### src/rtl/dll_code_pkg.sv
package dll_code_pkg;

  localparam int unsigned CODE_W = 7;

  typedef logic [CODE_W-1:0] code_t;

  localparam code_t CODE_MAX = '1;
  localparam code_t CODE_MIN = '0;
  localparam code_t CODE_MID = code_t'(1) << (CODE_W - 1);

  function automatic code_t bin2gray(code_t b);
    return b ^ (b >> 1);
  endfunction

endpackage

### src/rtl/dll_rst_sync.sv
module dll_rst_sync #(
  parameter int unsigned STAGES = 2
) (
  input  logic clk,
  input  logic rst_n,
  output logic srst_n
);

  logic [STAGES-1:0] sync_q;
  logic [STAGES-1:0] sync_d;

  generate
    if (STAGES == 1) begin : g_one
      assign sync_d = 1'b1;
    end else begin : g_chain
      assign sync_d = {sync_q[STAGES-2:0], 1'b1};
    end
  endgenerate

  always_ff @(posedge clk or negedge rst_n) begin
    if (!rst_n) begin
      sync_q <= '0;
    end else begin
      sync_q <= sync_d;
    end
  end

  assign srst_n = sync_q[STAGES-1];

endmodule

### src/rtl/dll_gray_updn.sv
module dll_gray_updn
  import dll_code_pkg::*;
(
  input  logic  clk,
  input  logic  rst_n,
  input  logic  step_en,
  input  logic  step_up,
  output code_t gray_o,
  output code_t bin_o
);

  code_t gray_q;
  code_t gray_d;
  code_t bin_cur;
  code_t bin_nxt;

  // Gray to binary: each binary bit is the XOR of all Gray bits at or above it
  assign bin_cur[CODE_W-1] = gray_q[CODE_W-1];
  generate
    for (genvar i = CODE_W - 2; i >= 0; i--) begin : g_g2b
      assign bin_cur[i] = bin_cur[i+1] ^ gray_q[i];
    end
  endgenerate

  always_comb begin
    bin_nxt = bin_cur;
    if (step_en) begin
      if (step_up) begin
        if (bin_cur != CODE_MAX) bin_nxt = bin_cur + code_t'(1);
      end else begin
        if (bin_cur != CODE_MIN) bin_nxt = bin_cur - code_t'(1);
      end
    end
    gray_d = bin2gray(bin_nxt);
  end

  always_ff @(posedge clk or negedge rst_n) begin
    if (!rst_n) begin
      gray_q <= bin2gray(CODE_MID);
    end else if (step_en) begin
      gray_q <= gray_d;
    end
  end

  assign gray_o = gray_q;
  assign bin_o  = bin_cur;

endmodule

### src/rtl/dll_lock_timer.sv
module dll_lock_timer #(
  parameter int unsigned LONG_CYC  = 2560,
  parameter int unsigned SHORT_CYC = 512
) (
  input  logic clk,
  input  logic rst_n,
  input  logic long_mode,
  output logic locked_o
);

  localparam int unsigned MAX_CYC = (LONG_CYC > SHORT_CYC) ? LONG_CYC : SHORT_CYC;
  localparam int unsigned CNT_W   = (MAX_CYC > 1) ? $clog2(MAX_CYC) : 1;

  logic [CNT_W-1:0] cnt_q;
  logic [CNT_W-1:0] cnt_d;
  logic [CNT_W-1:0] limit;
  logic             lock_q;
  logic             lock_d;
  logic             run_en;

  assign limit  = long_mode ? CNT_W'(LONG_CYC - 1) : CNT_W'(SHORT_CYC - 1);
  assign run_en = !lock_q;

  always_comb begin
    cnt_d  = cnt_q;
    lock_d = lock_q;
    if (cnt_q >= limit) begin
      lock_d = 1'b1;
    end else begin
      cnt_d = cnt_q + CNT_W'(1);
    end
  end

  always_ff @(posedge clk or negedge rst_n) begin
    if (!rst_n) begin
      cnt_q  <= '0;
      lock_q <= 1'b0;
    end else if (run_en) begin
      cnt_q  <= cnt_d;
      lock_q <= lock_d;
    end
  end

  assign locked_o = lock_q;

endmodule

### src/rtl/dll_offset_stage.sv
module dll_offset_stage
  import dll_code_pkg::*;
(
  input  code_t base_i,
  input  code_t offset_i,
  input  logic  sub_i,
  output code_t result_o
);

  logic [CODE_W:0] sum_w;
  logic [CODE_W:0] diff_w;

  assign sum_w  = {1'b0, base_i} + {1'b0, offset_i};
  assign diff_w = {1'b0, base_i} - {1'b0, offset_i};

  always_comb begin
    if (sub_i) begin
      result_o = diff_w[CODE_W] ? CODE_MIN : diff_w[CODE_W-1:0];
    end else begin
      result_o = sum_w[CODE_W] ? CODE_MAX : sum_w[CODE_W-1:0];
    end
  end

endmodule

### src/rtl/dll_code_ctrl.sv
module dll_code_ctrl
  import dll_code_pkg::*;
#(
  parameter int unsigned LOCK_LONG   = 2560,
  parameter int unsigned LOCK_SHORT  = 512,
  parameter int unsigned SYNC_STAGES = 2
) (
  input  logic              clk,
  input  logic              rst_n,
  input  logic              updn_i,
  input  logic              updn_en_i,
  input  logic              lowjit_i,
  input  logic              update_i,
  input  logic [CODE_W-1:0] offset_i,
  input  logic              off_sub_i,
  output logic [CODE_W-1:0] code_o,
  output logic [CODE_W-1:0] upd_code_o,
  output logic [CODE_W-1:0] off_code_o,
  output logic              locked_o
);

  logic  srst_n;
  code_t gray_w;
  code_t bin_w;
  code_t upd_q;
  code_t upd_d;

  dll_rst_sync #(
    .STAGES (SYNC_STAGES)
  ) u_rst_sync (
    .clk    (clk),
    .rst_n  (rst_n),
    .srst_n (srst_n)
  );

  dll_gray_updn u_counter (
    .clk     (clk),
    .rst_n   (srst_n),
    .step_en (updn_en_i),
    .step_up (updn_i),
    .gray_o  (gray_w),
    .bin_o   (bin_w)
  );

  dll_lock_timer #(
    .LONG_CYC  (LOCK_LONG),
    .SHORT_CYC (LOCK_SHORT)
  ) u_lock (
    .clk       (clk),
    .rst_n     (srst_n),
    .long_mode (lowjit_i),
    .locked_o  (locked_o)
  );

  dll_offset_stage u_offset (
    .base_i   (bin_w),
    .offset_i (offset_i),
    .sub_i    (off_sub_i),
    .result_o (off_code_o)
  );

  // Downstream copy: only moves on the update strobe
  always_comb begin
    upd_d = bin_w;
  end

  always_ff @(posedge clk or negedge srst_n) begin
    if (!srst_n) begin
      upd_q <= CODE_MID;
    end else if (update_i) begin
      upd_q <= upd_d;
    end
  end

  assign code_o     = gray_w;
  assign upd_code_o = upd_q;

endmodule

### config.mk
export PLATFORM = sky130hd
export DESIGN_NAME = dll_code_ctrl
export DESIGN_NICKNAME = d
export VERILOG_FILES = /design/src/rtl/dll_code_pkg.sv /design/src/rtl/dll_rst_sync.sv /design/src/rtl/dll_gray_updn.sv /design/src/rtl/dll_lock_timer.sv /design/src/rtl/dll_offset_stage.sv /design/src/rtl/dll_code_ctrl.sv
export SDC_FILE = /design/constraint.sdc
export NUM_CORES = 1
export LEC_CHECK = 0
export ABC_AREA = 1
export BUFFER_PORTS_ARGS = -buffer_cell sky130_fd_sc_hd__clkbuf_2
export CAP_MARGIN = 15
export CORE_MARGIN = 3
export CORE_UTILIZATION = 54
export CTS_CLUSTER_DIAMETER = 200
export DETAILED_ROUTE_END_ITERATION = 12
export PLACE_DENSITY = 0.78
export SETUP_SLACK_MARGIN = 0.3
export SYNTH_ARGS = -nofsm -noshare
export SYNTH_HDL_FRONTEND = slang
export SYNTH_SLANG_ARGS = --single-unit
### constraint.sdc
create_clock -name clk -period 11.8 [get_ports clk]
set_input_delay 1.77 -clock clk [delete_from_list [all_inputs] [get_ports clk]]
set_output_delay 1.77 -clock clk [all_outputs]
set_load 0.05 [all_outputs]
==> impl_metrics.tcl <==
set metrics [dict create \
    status "complete, no violations" \
    cts_sinks 29 \
    fin_crit_sh_pct 60.7 \
    synth_top_cell_by_area "dfrtp_1" \
    cpPeakStageDelay_ns 0.62 \
    grtUsageMet3_pct 4.54 \
    die_h_um 75.2 \
    drt_first_pass_iters 5 \
    worst_slew_pin_slew_ns 0.620 \
    crit_chain "xnor2_1 > inv_1 > ha_1 > inv_1 > ha_1 > inv_1 > ha_1 > inv_1 > ha_1 > inv_1 > ha_1 > nand2_1 > inv_1 > fa_1 > inv_1 > nand3_1 > nand2_1 > nand2_1 > a21oi_1 > nor2_1 > nand2_1 > nand4_1 > nand2_1 > clkbuf_2" \
    ys.flop_type "dfrtp_1" \
    clkSlewWorstSetupHoldPaths_ns 0.06 \
    synth_fp_nets 407 \
    synth_top_family_by_area "simple AND/OR/NAND/NOR gates" \
    vias_per_cell 5.45 \
    tritoncts "built" \
    drv_cap 0 \
    syn_area_um2 2580 \
    ios 36 \
    row_count 24 \
    clock-root-buffer "clkbuf_8" \
    port_buffers 35 \
    crit_family "adder cells" \
    tns_ns 0 \
    cts_resized 0 \
    path_max_fanout 8 \
    async_flop_share_pct 100 \
    yosysUniqueCellTypes 33 \
    drive_above_1_share_pct 14.9 \
    rsz0062_at_grt "false" \
    clockBufferDepth 2 \
    synth_seq_cells 29 \
    cp-end-kind "output pin" \
    min_period_ns 7.16 \
    rr_worst_depth 20 \
    diodes 0 \
    core_area_um2 4470 \
    synthMuxAreaShare_pct 0 \
    finalNetCount 444 \
    crit_path_start_kind "flop" \
    critical_path_class "reg2out" \
    crit_path_top_delay_cell "dfstp_2" \
    place_hpwl_um 4660 \
    synthToLayoutAreaGrowth_pct 11.8 \
    drc_errors 0 \
    synthDominantCellAreaShare_pct 25.2 \
    max_freq_ghz 0.140 \
    reg2reg_slack_ns 7.17 \
    hold_path.class "reg2async" \
    cts_buffers 5 \
    synth_edf_count 0 \
    r2r_end "u_counter.gray_o[4]" \
    synth.area.top_cells "dfrtp_1 25%, nand2_1 16%, ha_1 13%" \
    cts_setup_buffers 0 \
    vias 2478 \
    max_slew_margin_pct 58.6 \
    initial_utilization_pct 57.7 \
    synth_compound_area_share_pct 11.2 \
    arrival_ns 5.39 \
    die_w_um 75.2 \
    avgSynthCellArea_um2 7.08 \
    path_buf_inv 8 \
    cts_hold_buf 0 \
    synth_xor_area_share_pct 4.41 \
    ant_nets 0 \
    yosys_warnings 0 \
    drv_slew 0 \
    grt_max_degree 28 \
    grt_pass1_vias 2189 \
    grt_busiest_layer "met2" \
    wl_per_cell_um 13.0 \
    utilization_pct 64.5 \
    use_met1_pct 34.0 \
    grt_overflow 0 \
    required_ns 10.03 \
    wirelength_um 5920 \
    drt_iter0_drc 194 \
    clk_latency_ns 0.28 \
    crit_start "u_counter.gray_o[6]" \
    fin_skew_ns 0.00462 \
    multi_input_area_um2 1590 \
    synth_fa_ha_area_share_pct 14.1 \
    syn_inst 365 \
    grt_pass1_wl_um 10000 \
    ys_seq_area_share_pct 28.2 \
    use_met2_pct 34.2 \
    die_area_um2 5650 \
    regToRegStartpoint "u_counter.gray_o[6]" \
    fill_cells 431 \
    track_usage_pct 22.7 \
    hold_viol 0 \
    setup_viol 0 \
    seqCellArea_um2 729 \
    path_common_cell "inv_1" \
    htreeDepth 2 \
    antenna_found_initial 0 \
    synth-simple-area-share_pct 31.7 \
    gp_congestion 0.950 \
]
==> worst reg2reg max path, delay by kind of cell (launching register included) <==
| family | cells | cell delay (ns) |
|---|---|---|
| xor gates and xnor gates | 1 | 0.23 |
| DFF | 1 | 0.62 |
| adders and majority gates | 5 | 1.97 |
| and+or+nand+nor | 8 | 0.73 |
| AOI/OAI and AO/OA | 1 | 0.27 |
| buffers and inverters | 5 | 0.70 |
==> cells in the mapped netlist, types with 2 or more instances <==
cell,count
o21ai_2,4
inv_2,2
nand2_1,111
inv_1,53
dfrtp_1,26
o211ai_1,4
xor2_1,10
nand3b_1,3
a21oi_1,16
o21ai_0,22
nand3_1,27
nand3_2,2
buf_2,2
dfstp_2,3
nand4_1,11
nor3_1,6
ha_1,26
nor2_1,17
xnor2_1,3
fa_1,2
nor4_1,3
==> worst max path at each step <==
| stage | endpoint | depth (start not counted) |
|---|---|---|
| floorplan | off_code_o[4] | 19 |
| global placement | off_code_o[6] | 24 |
| detailed placement | off_code_o[6] | 24 |
| CTS | off_code_o[6] | 24 |
| global route | off_code_o[6] | 24 |
| finish | off_code_o[6] | 24 |
==> cell families after synthesis <==
family,count (synthesis)
buffers and inverters,62
AOI/OAI and AO/OA,49
xor gates and xnor gates,13
and+or+nand+nor,183
other,1
adders and majority gates,28
DFF,29
==> metal layers <==
metal / share of wire [%] / routed length [um]
met5: 0 / 0
met4: 0.84 / 50
met3: 7.3 / 432
met2: 44 / 2600
met1: 48 / 2840
==> final cells by class <==
class                      count  share of cell area, %
clock buffer                   6                   2.51
clock inverter                 2                  0.347
inverter                      56                   7.46
multi-input combinational    274                   55.1
sequential                    29                   25.3
tap                           52                   2.25
timing repair buffer          36                   7.02
==> registers in the layout, indices dropped and copies added, names as in the netlist <==
name,flops
u_lock.locked_o,1
u_counter.gray_o,7
u_lock.cnt_q,12
upd_code_o,7
u_rst_sync.sync_q,2
==> placed cells by master, fill, tap and decap left out, drive strengths merged <==
master | netlist | final
clkbuf | 2 | 41
xnor2 | 3 | 3
ha | 26 | 26
o211ai | 4 | 4
nor2 | 17 | 17
nor4 | 4 | 4
nand3 | 29 | 29
nor3 | 7 | 7
inv | 56 | 56
xor2 | 10 | 10
o311ai | 1 | 1
conb | 1 | 1
fa | 2 | 2
a211oi | 1 | 1
a21oi | 16 | 16
nand4 | 11 | 11
nand3b | 4 | 4
nand2 | 111 | 111
o21ai | 26 | 26
dfstp | 3 | 3
buf | 4 | 1
clkinv | 0 | 2
a31oi | 1 | 1
dfrtp | 26 | 26
==> stage by stage <==
stage | cells | cell area [um^2] | worst slack [ns] | hold slack, ns
2_1_floorplan | 365 | 2580 | 4.93 | 0.331
3_3_place_gp | 446 | 2780 | 5.23 | 0.335
3_5_place_dp | 446 | 2780 | 5.01 | 0.342
4_1_cts | 454 | 2860 | 4.68 | 0.355
5_1_grt | 455 | 2890 | 4.18 | 0.218
6_report | 455 | 2890 | 4.64 | 0.180
Power is not shown: default switching activity piles up to over one toggle a cycle in this logic, so the estimate is an artifact.
